==> src/rtl/rob_pkg.sv <==
package rob_pkg;

    typedef struct packed {
        logic valid;
        logic done;
        logic fault;
        logic wen;
    } rob_flags_t;

    typedef enum logic [1:0] {
        HEAD_IDLE,
        HEAD_WAIT,
        HEAD_RETIRE,
        HEAD_FAULT
    } head_state_e;

endpackage

==> src/rtl/rob_slot.sv <==
module rob_slot
    import rob_pkg::*;
#(
    parameter int REG_W  = 5,
    parameter int DATA_W = 32
) (
    input  logic              clk,
    input  logic              rst_n,
    input  logic              clear_i,
    input  logic              alloc_i,
    input  logic [REG_W-1:0]  alloc_dest_i,
    input  logic              alloc_wen_i,
    input  logic              fill_i,
    input  logic [DATA_W-1:0] fill_value_i,
    input  logic              fill_fault_i,
    input  logic              retire_i,
    output rob_flags_t        flags_o,
    output logic [REG_W-1:0]  dest_o,
    output logic [DATA_W-1:0] value_o
);

    typedef struct packed {
        rob_flags_t        flags;
        logic [REG_W-1:0]  dest;
        logic [DATA_W-1:0] value;
    } slot_t;

    slot_t s_d, s_q;

    always_comb begin
        s_d = s_q;
        if (clear_i) begin
            s_d.flags.valid = 1'b0;
        end else if (alloc_i) begin
            s_d.flags.valid = 1'b1;
            s_d.flags.done  = 1'b0;
            s_d.flags.fault = 1'b0;
            s_d.flags.wen   = alloc_wen_i;
            s_d.dest        = alloc_dest_i;
            s_d.value       = '0;
        end else if (retire_i) begin
            s_d.flags.valid = 1'b0;
        end else if (fill_i && s_q.flags.valid) begin
            s_d.flags.done  = 1'b1;
            s_d.flags.fault = fill_fault_i;
            s_d.value       = fill_value_i;
        end
    end

    always_ff @(posedge clk or negedge rst_n) begin
        if (!rst_n) s_q <= '0;
        else        s_q <= s_d;
    end

    assign flags_o = s_q.flags;
    assign dest_o  = s_q.dest;
    assign value_o = s_q.value;

endmodule

==> src/rtl/rob_ctrl.sv <==
module rob_ctrl
    import rob_pkg::*;
#(
    parameter int DEPTH = 8,
    localparam int TAG_W = $clog2(DEPTH),
    localparam int CNT_W = TAG_W + 1
) (
    input  logic             clk,
    input  logic             rst_n,
    input  logic             req_i,
    input  logic             head_valid_i,
    input  logic             head_done_i,
    input  logic             head_fault_i,
    output logic [TAG_W-1:0] head_o,
    output logic [TAG_W-1:0] tail_o,
    output logic             accept_o,
    output logic             commit_o,
    output logic             flush_o,
    output logic             ready_o,
    output logic             empty_o
);

    typedef struct packed {
        logic [TAG_W-1:0] head;
        logic [TAG_W-1:0] tail;
        logic [CNT_W-1:0] count;
    } ptr_t;

    ptr_t        p_d, p_q;
    head_state_e status;

    always_comb begin
        if (!head_valid_i)     status = HEAD_IDLE;
        else if (!head_done_i) status = HEAD_WAIT;
        else if (head_fault_i) status = HEAD_FAULT;
        else                   status = HEAD_RETIRE;

        commit_o = (status == HEAD_RETIRE);
        flush_o  = (status == HEAD_FAULT);
        ready_o  = (p_q.count != CNT_W'(DEPTH)) && !flush_o;
        accept_o = req_i && ready_o;

        p_d = p_q;
        if (flush_o) begin
            p_d.tail  = p_q.head;
            p_d.count = '0;
        end else begin
            if (commit_o) p_d.head = p_q.head + 1'b1;
            if (accept_o) p_d.tail = p_q.tail + 1'b1;
            p_d.count = p_q.count + CNT_W'(accept_o) - CNT_W'(commit_o);
        end
    end

    always_ff @(posedge clk or negedge rst_n) begin
        if (!rst_n) p_q <= '0;
        else        p_q <= p_d;
    end

    assign head_o  = p_q.head;
    assign tail_o  = p_q.tail;
    assign empty_o = (p_q.count == '0);

endmodule

==> src/rtl/rob_core.sv <==
module rob_core
    import rob_pkg::*;
#(
    parameter int DEPTH  = 8,
    parameter int REG_W  = 5,
    parameter int DATA_W = 32,
    localparam int TAG_W = $clog2(DEPTH)
) (
    input  logic              clk,
    input  logic              rst_n,
    input  logic              disp_valid,
    input  logic [REG_W-1:0]  disp_dest,
    input  logic              disp_wen,
    output logic              disp_ready,
    output logic [TAG_W-1:0]  disp_tag,
    input  logic              cmp_valid,
    input  logic [TAG_W-1:0]  cmp_tag,
    input  logic [DATA_W-1:0] cmp_value,
    input  logic              cmp_fault,
    output logic              rf_we,
    output logic [REG_W-1:0]  rf_addr,
    output logic [DATA_W-1:0] rf_data,
    output logic              exc_valid,
    output logic [TAG_W-1:0]  exc_tag,
    output logic              rob_empty
);

    rob_flags_t        flags_arr [DEPTH];
    logic [REG_W-1:0]  dest_arr  [DEPTH];
    logic [DATA_W-1:0] value_arr [DEPTH];

    logic [TAG_W-1:0] head, tail;
    logic             accept, commit, flush;
    rob_flags_t       head_flags;

    assign head_flags = flags_arr[head];

    rob_ctrl #(.DEPTH(DEPTH)) u_ctrl (
        .clk          (clk),
        .rst_n        (rst_n),
        .req_i        (disp_valid),
        .head_valid_i (head_flags.valid),
        .head_done_i  (head_flags.done),
        .head_fault_i (head_flags.fault),
        .head_o       (head),
        .tail_o       (tail),
        .accept_o     (accept),
        .commit_o     (commit),
        .flush_o      (flush),
        .ready_o      (disp_ready),
        .empty_o      (rob_empty)
    );

    for (genvar i = 0; i < DEPTH; i++) begin : g_slot
        rob_slot #(.REG_W(REG_W), .DATA_W(DATA_W)) u_slot (
            .clk          (clk),
            .rst_n        (rst_n),
            .clear_i      (flush),
            .alloc_i      (accept && (tail == TAG_W'(i))),
            .alloc_dest_i (disp_dest),
            .alloc_wen_i  (disp_wen),
            .fill_i       (cmp_valid && (cmp_tag == TAG_W'(i))),
            .fill_value_i (cmp_value),
            .fill_fault_i (cmp_fault),
            .retire_i     (commit && (head == TAG_W'(i))),
            .flags_o      (flags_arr[i]),
            .dest_o       (dest_arr[i]),
            .value_o      (value_arr[i])
        );
    end

    assign disp_tag  = tail;
    assign rf_we     = commit && head_flags.wen;
    assign rf_addr   = dest_arr[head];
    assign rf_data   = value_arr[head];
    assign exc_valid = flush;
    assign exc_tag   = head;

endmodule

==> config.mk <==
export PLATFORM = sky130hd
export DESIGN_NAME = rob_core
export DESIGN_NICKNAME = d
export VERILOG_FILES = /design/src/rtl/rob_pkg.sv /design/src/rtl/rob_slot.sv /design/src/rtl/rob_ctrl.sv /design/src/rtl/rob_core.sv
export SDC_FILE = /design/constraint.sdc
export NUM_CORES = 1
export LEC_CHECK = 0
export BUFFER_PORTS_ARGS = -buffer_cell sky130_fd_sc_hd__buf_2
export CAP_MARGIN = 20
export CORE_ASPECT_RATIO = 0.75
export CORE_MARGIN = 8
export CORE_UTILIZATION = 45
export DETAILED_ROUTE_END_ITERATION = 12
export PLACE_DENSITY = 0.73
export SLEW_MARGIN = 20
export SYNTH_ARGS = -nofsm -noshare
export SYNTH_HDL_FRONTEND = slang
export SYNTH_SLANG_ARGS = --single-unit
export TNS_END_PERCENT = 1
==> constraint.sdc <==
create_clock -name clk -period 3.4 [get_ports clk]
set_input_delay 0.17 -clock clk [delete_from_list [all_inputs] [get_ports clk]]
set_output_delay 0.17 -clock clk [all_outputs]
set_load 0.005 [all_outputs]
After elaboration in Yosys (flattened, before gate mapping) --
Cells that the tools add are included.
Storage, ports and cells: bits in registers 338, input port bits 46, output and inout port bits 47
Cells by class: add/subtract/negate cells 4, order comparisons 1, equality and inequality tests 32, mux-type cells 78, bitwise logic cells 2, reductions and logical operators 74
Operators with widths (count):
- 2-to-1 mux 32 bit | 26
- binary-select mux 32 bit (select 3 bit) | 1
- == test 3 bit, second input constant | 12
- 2-to-1 mux 2 bit | 18
- logical AND 1 bit | 35
- 2-to-1 mux 3 bit | 9
- AND reduction 3 bit | 8
- nonzero test 3 bit | 8
- == test 3 x 2 -> 1 bit, second input constant | 6
- AND reduction 2 bit | 9
- nonzero test 2 bit | 9
- 2-to-1 mux 1 bit | 17
- != test 2 x 1 -> 1 bit, second input constant | 8
- binary-select mux 5 bit (select 3 bit) | 1
- binary-select mux 4 bit (select 3 bit) | 1
- 2-to-1 mux 5 bit | 2
- == test 3 x 1 -> 1 bit, second input constant | 3
- logical NOT 3 bit | 3
- 2-to-1 mux 4 bit | 2
- 2-to-1 mux 7 bit | 1
- adder 3 x 1 -> 3 bit, second input constant | 2
- adder 4 x 1 -> 4 bit | 1
- == test 2 bit, second input constant | 2
- >= comparator 4 bit, second input constant | 1
- other kinds (6) | 6

Longest topological paths before layout --
Gate-level depths: netlist of run 1.
depth after elaboration 14, mapped depth 15, depth with buffers taken out 11

Modules after synthesis --
From an unflattened synthesis of run 1, not the netlist that was laid out.
Unflattened totals: cells, all modules 1031, area, all modules 15808.9 sq um
By module, submodules not included:
- rob_slot | instances 8, cells each 97, area each 1541.5 sq um
- rob_core | instances 1, cells each 188, area each 2798.9 sq um
- rob_ctrl | instances 1, cells each 67, area each 678.2 sq um

Worst setup path after synthesis of run 1 --
OpenSTA, ideal clock, no wires.
kind register to register, start register u_ctrl.p_q, in the netlist u_ctrl.head_o[1], end register u_ctrl.p_q[1] (netlist bit), library setup time 0.119 ns, data arrival time 2.958 ns, required time 3.281 ns, path slack 0.323 ns, stages on the path, launching flop included 14, path buffers 4, clock period less this slack 3.077 ns, cells stage by stage dfrtp_1 buf_4 inv_2 mux4_2 buf_4 o211a_1 buf_2 buf_6 nor2_1 ha_1 inv_1 ha_1 fa_1 and2_1
RTL lines:
- from (decl) | RTL line rob_ctrl.sv:29 | ptr_t p_d, p_q;
- from (signal assigned) | RTL line rob_ctrl.sv:56 | else p_q <= p_d;

Worst setup path after layout of run 1 --
start register u_ctrl.p_q, in the netlist u_ctrl.head_o[0], end output rf_data[5]
On the way: longest elaborated chain between the ends 4
RTL lines:
- NOT 3 -> 4 bit (not written as such) | RTL line rob_core.sv:75 | assign rf_data = value_arr[head];
- binary-select mux 32 bit (select 3 bit) | RTL line rob_core.sv:75
- 2-to-1 mux 32 bit (not written as such) (2 in series) | RTL line rob_core.sv:75
- to (decl) | RTL line rob_core.sv:22 | output logic [DATA_W-1:0] rf_data,
Every way passes these cells. The select of a mux whose other input is x is not followed.

==> flow_metrics.env, run 1 <==
export IMPL_status="finished, final reports clean"
export IMPL_row_count=64
export IMPL_clock_skew_ns=0.02164
export IMPL_synth_mux_area_fraction=0.1278
export IMPL_ys_seq_elements=338
export IMPL_cp_num_buf_inv=3
export IMPL_dp_hpwl_mm=36.74
export IMPL_synth_top_cell_by_area="dfrtp_1"
export IMPL_crit_path_end_kind="primary output"
export IMPL_multiInputGateArea_um2=8808
export IMPL_postPlaceCellArea_um2=19120
export IMPL_max_slew_margin=0.3286
export IMPL_synth_adder_area_share=0.01340
export IMPL_synth_top_area_share=0.4622
export IMPL_grt_setup_unrepaired="no"
export IMPL_critPathLaunchType="flip-flop"
export IMPL_vias=16330
export IMPL_synth_cell_area_um2=18300
export IMPL_layout_nets=1847
export IMPL_area_sequential_um2=8467
export IMPL_worstPathRequired_ns=3.23
export IMPL_wl_per_cell_um=27.10
export IMPL_grt_pass1_vias=16550
export IMPL_worstMarginPinSlew_ns=1.007
export IMPL_start_util=0.4526
export IMPL_ys_seq_area_frac=0.4622
export IMPL_synth_xor_area_share=0.0009571
export IMPL_min_period_ns=3.234
export IMPL_synthesis_nets=1880
export IMPL_p_leak_nw=8.466
export IMPL_grt_ovfl_total=0
export IMPL_peakVddDrop_mv=0.9904
export IMPL_r2r_setup_slack_ns=0.31
export IMPL_grt_max_degree=151
export IMPL_io_buffer_count=92
export IMPL_path_class="flip-flop to primary output"
export IMPL_drtPass1Iterations=8
export IMPL_dieArea_um2=47450
export IMPL_cts_sinks=338
export IMPL_postSynthAreaPerCell_um2=10.08
export IMPL_min_path_type="input pin to flip-flop"
export IMPL_ys_types=47
export IMPL_ys_warn_count=0
export IMPL_slew_violations=0
export IMPL_drtIter0Drc=2459
export IMPL_finalHoldViolations=0
export IMPL_netlist_top_cells_count="338 x dfrtp_1, 278 x a21oi_1, 277 x nand3_1, 265 x o211ai_1, 123 x nand2_1"
export IMPL_cp_common_cell="nand2_1"
export IMPL_cts_tree="built"
export IMPL_drt_wl_total_mm=63.44
export IMPL_die_width_um=248.9
export IMPL_finalSetupViolCount=0
export IMPL_antenna_found_initial=7
export IMPL_power_density_nw_per_um2=1051
export IMPL_synth_simple_area_share=0.1227
export IMPL_drive_above_1_share=0.2077
export IMPL_die_h_um=190.7
export IMPL_htree_levels=2
export IMPL_grtUsageTotal=0.2613
export IMPL_synth_async_reset_ratio=1.000
export IMPL_yosysMostFrequentCell="dfrtp_1"
export IMPL_clk_latency_ns=0.52
export IMPL_grt_first_pass_wirelength_mm=98.73
export IMPL_path_cells="buf_4 > buf_8 > mux4_2 > nand2_1 > nand2_1 > buf_2"
export IMPL_synthTopCellsByArea="dfrtp_1 46%, o211ai_1 11%, mux4_2 9.6%"
export IMPL_clk_pin_slew_ns=0.06
export IMPL_drc=0
export IMPL_routabilityCongestion=0.9013
export IMPL_via_per_inst=6.976
export IMPL_nFillCells=3542
export IMPL_critical_path_slowest_cell="dfrtp_4"
export IMPL_cts_setup_buffers=0
export IMPL_finalSetupTns_ns=0
export IMPL_clk_path_buf_depth=3
export IMPL_cts_root_buf="clkbuf_16"
export IMPL_syn2layout_area_growth_pct=12.02
export IMPL_cts_buffers=37
export IMPL_cp_max_fo=31
export IMPL_synthFlopType="dfrtp_1"
export IMPL_synthCells=1815
export IMPL_synth_edf_count=0
export IMPL_synth_top_family_by_area="compound AO/OA/AOI/OAI gates"
export IMPL_arrival_ns=3.06
export IMPL_min_period_over_period=0.9512
export IMPL_drv_cap=0
export IMPL_max_freq_mhz=309.2
export IMPL_fp_coreArea_um2=40440
export IMPL_instances_no_fill=2341
export IMPL_ant_nets=0
export IMPL_cp_top_family="buffers and inverters"
export IMPL_slowest_delay_ns=0.61
export IMPL_synth_compound_area_frac=0.2066
export IMPL_fin_area_um2=20500
export IMPL_dp_cells=2257
export IMPL_ios=93
## path summary, 6_finish.rpt
| path | from | to | cells after the start |
|---|---|---|---|
| max | u_ctrl.head_o[0] | rf_data[5] | 6 |
| min | cmp_value[19] | g_slot[7].u_slot.value_o[19] | 3 |
| max reg2reg | u_ctrl.head_o[1] | u_ctrl.p_q[2] | 11 |
| min reg2reg | g_slot[7].u_slot.dest_o[3] | g_slot[7].u_slot.dest_o[3] | 1 |
| max in group asynchronous | rst_n | g_slot[4].u_slot.value_o[16] | 3 |
| min in group asynchronous | rst_n | g_slot[0].u_slot.value_o[22] | 2 |
## registers in the layout (all words and copies together) (netlist names)
name	flops
g_slot.u_slot.flags_o	32
u_ctrl.tail_o	3
g_slot.u_slot.value_o	256
u_ctrl.p_q	4
g_slot.u_slot.dest_o	40
u_ctrl.head_o	3
## stage by stage
| step | util | total power, mW | worst slack [ns] | hold WS [ns] |
|---|---|---|---|---|
| floorplan | - | 13.72 | 0.3226 | -0.1256 |
| global placement | 0.4727 | 16.81 | 0.3900 | 0.3310 |
| detailed placement | 0.4727 | 17.15 | 0.3554 | 0.3423 |
| CTS | 0.5067 | 21.29 | 0.08273 | 0.001377 |
| global route | 0.5070 | 22.60 | 0.06092 | 0.01045 |
| finish | 0.5070 | 21.55 | 0.1660 | 0.01536 |
## cell families after synthesis
| logic type | after synthesis |
|---|---|
| xor+xnor | 2 |
| mux | 130 |
| flops | 338 |
| simple gates | 460 |
| fa+ha+maj | 19 |
| buf+inv | 272 |
| compound gates | 594 |
## layout make-up
type	count	area share
repair buffers	178	0.06079
clock inverters	14	0.007873
inverters	22	0.004028
diodes	3	0.0003662
flip-flops and latches	338	0.4130
well taps	528	0.03222
clock buffers	53	0.05206
multi-input cells	1205	0.4297
## power breakdown
part	switching, mW	total [mW]	internal [mW]
Sequential	1.16	7.06	5.90
Clock	1.68	4.10	2.42
Combinational	6.66	10.4	3.73
Total	9.50	21.6	12.1
## worst min-delay path, stage by stage
cell	delay, ns
buf_2	0.17
o211ai_1	0.10
a21oi_1	0.06
## cell usage in the layout (no fill, tap or decap), drive strengths merged, types with 2 or more instances in the layout
cell type,n
nor4bb,3
and2,12
xnor2,2
mux2,50
dlygate4sd3,14
nand2,124
clkinvlp,2
bufinv,3
buf,164
nand2b,3
mux4,78
clkinv,9
nor2,8
diode,3
o211ai,265
a211o,2
and4b,3
nor3b,2
inv,22
mux2i,2
o21ai,27
ha,18
o2111ai,9
dfrtp,338
nor3,3
nand3,277
and3,12
clkbuf,53
a21oi,284
nand4,8
nor2b,2
nand3b,2
## routing by layer
metal  track usage  up-vias  wire (um)
li1              -     6703          -
met1        0.3333     8097      23550
met2        0.4010     1248      28720
met3       0.08512      275       8356
met4        0.1264        8       2759
met5             0        -         56
## what timing repair did
| action | 4_1_cts | 5_1_grt |
|---|---|---|
| resized for setup | 1 | 2 |
| gates cloned | 0 | 0 |
| hold buffers | 14 | 0 |
| pin swaps | 0 | 0 |
| setup endpoints to repair | 11 | 1 |
| hold endpoints to repair | 165 | 0 |
No activity file was read; power rests on OpenSTA's default activity.
==> inputs of run 2 (changes only) <==
--- a/config.mk
+++ b/config.mk
@@ -5,13 +5,16 @@
 export SDC_FILE = /design/constraint.sdc
 export NUM_CORES = 1
 export LEC_CHECK = 0
+export ABC_AREA = 1
 export BUFFER_PORTS_ARGS = -buffer_cell sky130_fd_sc_hd__buf_2
 export CAP_MARGIN = 20
+export CELL_PAD_IN_SITES_DETAIL_PLACEMENT = 0
+export CELL_PAD_IN_SITES_GLOBAL_PLACEMENT = 1
 export CORE_ASPECT_RATIO = 0.75
 export CORE_MARGIN = 8
 export CORE_UTILIZATION = 45
 export DETAILED_ROUTE_END_ITERATION = 12
-export PLACE_DENSITY = 0.73
+export PLACE_DENSITY = 0.9
 export SLEW_MARGIN = 20
 export SYNTH_ARGS = -nofsm -noshare
 export SYNTH_HDL_FRONTEND = slang
==> run 2 against run 1 <==
  * Setup slack lost 0.035 ns
  * Area after synthesis shrank 3.4%
  * Clock power shrank 3%
  * Power shrank 14%
  * Critical path type unchanged
  * Critical endpoint is now rf_data[15]
  * Largest cell class is now flip-flops and latches
==> flow_metrics.env, run 2 <==
export IMPL_fp_coreArea_um2=39180
export IMPL_clk_pin_slew_ns=0.06
export IMPL_wl_per_cell_um=19.30
export IMPL_die_width_um=244.9
export IMPL_crit_path_end_kind="primary output"
export IMPL_synthFlopType="dfrtp_1"
export IMPL_grt_first_pass_wirelength_mm=88.26
export IMPL_netlist_top_cells_count="499 x nand2_1, 485 x nand3_1, 338 x dfrtp_1, 278 x nor2_1, 176 x o21ai_0"
export IMPL_mostFrequentLayoutCells="499 x nand2_1, 485 x nand3_1, 336 x dfrtp_1, 278 x nor2_1, 176 x o21ai_0"
export IMPL_vias=16250
export IMPL_synth_cell_area_um2=17680
export IMPL_cp_top_family="buffers and inverters"
export IMPL_ys_seq_elements=338
export IMPL_synth_async_reset_ratio=1.000
export IMPL_grtUsageMet1=0.3269
export IMPL_io_buffer_count=92
export IMPL_synthesis_nets=2358
export IMPL_dieArea_um2=45960
export IMPL_dp_hpwl_mm=31.71
export IMPL_p_leak_nw=10.43
export IMPL_syn2layout_area_growth_pct=12.59
export IMPL_rr_worst_depth=10
export IMPL_grt_ovfl_total=0
export IMPL_cts_buffers=37
export IMPL_drc=0
export IMPL_finalHoldViolations=0
export IMPL_slew_violations=0
export IMPL_finalSetupViolCount=0
export IMPL_cts_root_buf="clkbuf_16"
export IMPL_largest_register_ffs=256
export IMPL_grtUsageTotal=0.2350
export IMPL_power_density_nw_per_um2=929.6
export IMPL_synth_top_area_share=0.4783
export IMPL_synth_top_cell_by_area="dfrtp_1"
export IMPL_max_slew_margin=0.2688
export IMPL_via_per_inst=5.706
export IMPL_max_freq_mhz=305.9
export IMPL_crit_path_end="rf_data[15]"
export IMPL_grt_pass1_vias=15860
export IMPL_start_util=0.4514
export IMPL_path_cells="buf_4 > buf_6 > o21ai_0 > o22ai_1 > nor2_1 > a31oi_1 > buf_2"
export IMPL_critPathLaunchType="flip-flop"
export IMPL_routabilityCongestion=0.8620
export IMPL_use_met3=0.03469
export IMPL_slowest_delay_ns=0.62
export IMPL_grt_setup_unrepaired="no"
export IMPL_min_period_ns=3.269
export IMPL_worstPathRequired_ns=3.23
export IMPL_die_h_um=187.7
export IMPL_met2_usage=0.3764
export IMPL_antenna_found_initial=1
export IMPL_layout_nets=2363
export IMPL_cp_max_fo=49
export IMPL_yosysMostFrequentCell="nand2_1"
export IMPL_worst_path_stages=7
export IMPL_top_usage_layer="met2"
export IMPL_clock_skew_ns=0.01954
export IMPL_finalSetupTns_ns=0
export IMPL_ys_seq_area_frac=0.4783
export IMPL_clk_path_buf_depth=3
export IMPL_critical_path_slowest_cell="dfrtp_4"
export IMPL_grt_max_degree=113
export IMPL_peakVddDrop_mv=0.5921
export IMPL_arrival_ns=3.10
export IMPL_ys_types=39
export IMPL_synthTopCellsByArea="dfrtp_1 48%, nand3_1 14%, nand2_1 11%"
export IMPL_postSynthAreaPerCell_um2=7.712
export IMPL_drv_cap=0
export IMPL_drt_wl_total_mm=54.94
export IMPL_finalWorstSetupSlack_ns=0.1313
export IMPL_drtPass1Iterations=5
export IMPL_final_common_cell="nand2_1"
export IMPL_crit_start="u_ctrl.head_o[0]"
export IMPL_synthCells=2293
export IMPL_drive_above_1_share=0.1028
export IMPL_path_class="flip-flop to primary output"
export IMPL_ios=93
export IMPL_min_period_over_period=0.9614
export IMPL_clk_latency_ns=0.55
export IMPL_reg2reg_from="u_ctrl.head_o[1]"
export IMPL_ant_nets=0
export IMPL_cp_num_buf_inv=3
export IMPL_cts_sinks=338
export IMPL_place_ws_ns=0.4049
export IMPL_drtIter0Drc=1517
export IMPL_status="finished, final reports clean"
export IMPL_r2r_setup_slack_ns=0.43
export IMPL_ys_warn_count=0
export IMPL_worstMarginPinSlew_ns=1.094
export IMPL_htree_levels=2
export IMPL_cts_tree="built"
export IMPL_min_path_type="input pin to flip-flop"
export IMPL_synth_edf_count=0
export IMPL_r2r_end="g_slot[6].u_slot.value_o[19]"
export IMPL_row_count=63
## run 2: cell types whose count changed after synthesis, sizes merged, moves of 38 or more
cell | before | now
a31oi | 0 | 38
mux2 | 50 | 0
o211ai | 265 | 0
mux4 | 78 | 0
a21oi | 284 | 4
o21ai | 27 | 207
nand3 | 277 | 495
nor2 | 8 | 282
buf | 127 | 169
clkbuf | 123 | 47
nand2 | 124 | 505
inv | 22 | 123
## run 2: worst register-to-register path, stage by stage, from the launching register on
cell and delay, ns:
dfrtp_4 0.63, inv_4 0.11, nand3_1 0.08, nand3_1 0.07, nand3_1 0.14, nand2_2 0.22
nand2_4 0.29, nand3_1 0.19, nor2_4 0.86, nand3_1 0.18, nand2_1 0.13
## run 2: repair_timing
item / in CTS / in global routing
hold buffers: 37 / 0
setup endpoints to repair: 2 / 1
resized for setup: 2 / 0
endpoints found under the hold margin: 309 / 0
setup buffers: 0 / 1
## run 2: how the worst min path moves through the flow
stage | start | end | cells after the start | slack [ns]
after floorplan | rst_n | g_slot[0].u_slot.dest_o[0] | 0 | -0.13
after global placement | rst_n | g_slot[7].u_slot.value_o[24] | 1 | 0.33
after detailed placement | rst_n | g_slot[3].u_slot.value_o[24] | 1 | 0.33
after CTS | disp_dest[4] | g_slot[5].u_slot.dest_o[4] | 3 | 0.006
after global routing | disp_wen | g_slot[2].u_slot.flags_o[0] | 3 | 0.03
final | disp_wen | g_slot[2].u_slot.flags_o[0] | 3 | 0.01
## run 2: stage by stage
stage	instance area [um2]	power (mW)	hold WS (ns)	cells	util
finish	19910	18.51	0.01196	2847	0.5082
global route	19910	19.93	0.02778	2846	0.5082
CTS	19870	18.56	0.005863	2843	0.5073
detailed placement	18320	14.48	0.3252	2740	0.4677
global placement	18320	14.22	0.3312	2740	0.4677
floorplan	17680	12.03	-0.1256	2293	-
## run 2: power breakdown
group          internal [mW]  switching, mW
Sequential              5.74           1.04
Clock                   2.30           1.68
Combinational           2.86           4.89
## run 2: cells by family (layout without fill, tap and decap cells)
kind of cell	after synthesis	count (layout)	synth area share
AO/OA/AOI/OAI	296	296	0.09170
flip-flops	338	338	0.4783
XOR/XNOR	2	2	0.0009908
adder cells (fa/ha/maj)	19	19	0.01387
other	0	2	0
AND/OR/NAND/NOR	1298	1298	0.3232
buffers and inverters	340	372	0.09191
## run 2: final cells by class
type / count / area (um2)
Inverter: 124 / 470.5
Antenna cell: 2 / 5.005
Clock inverter: 9 / 80.08
Clock buffer: 57 / 1094
Timing Repair Buffer: 182 / 1475
Sequential cell: 338 / 8466
Multi-Input combinational cell: 1615 / 7670
Tap cell: 520 / 650.6
Fill cell: 3721 / 19270
## run 2: layer usage
layer	vias up	wire length [um]	part of all wire
li1	7539	-	-
met3	106	3772	0.069
met4	0	1323	0.024
met2	630	25460	0.46
met1	7970	24380	0.44
met5	-	0	0
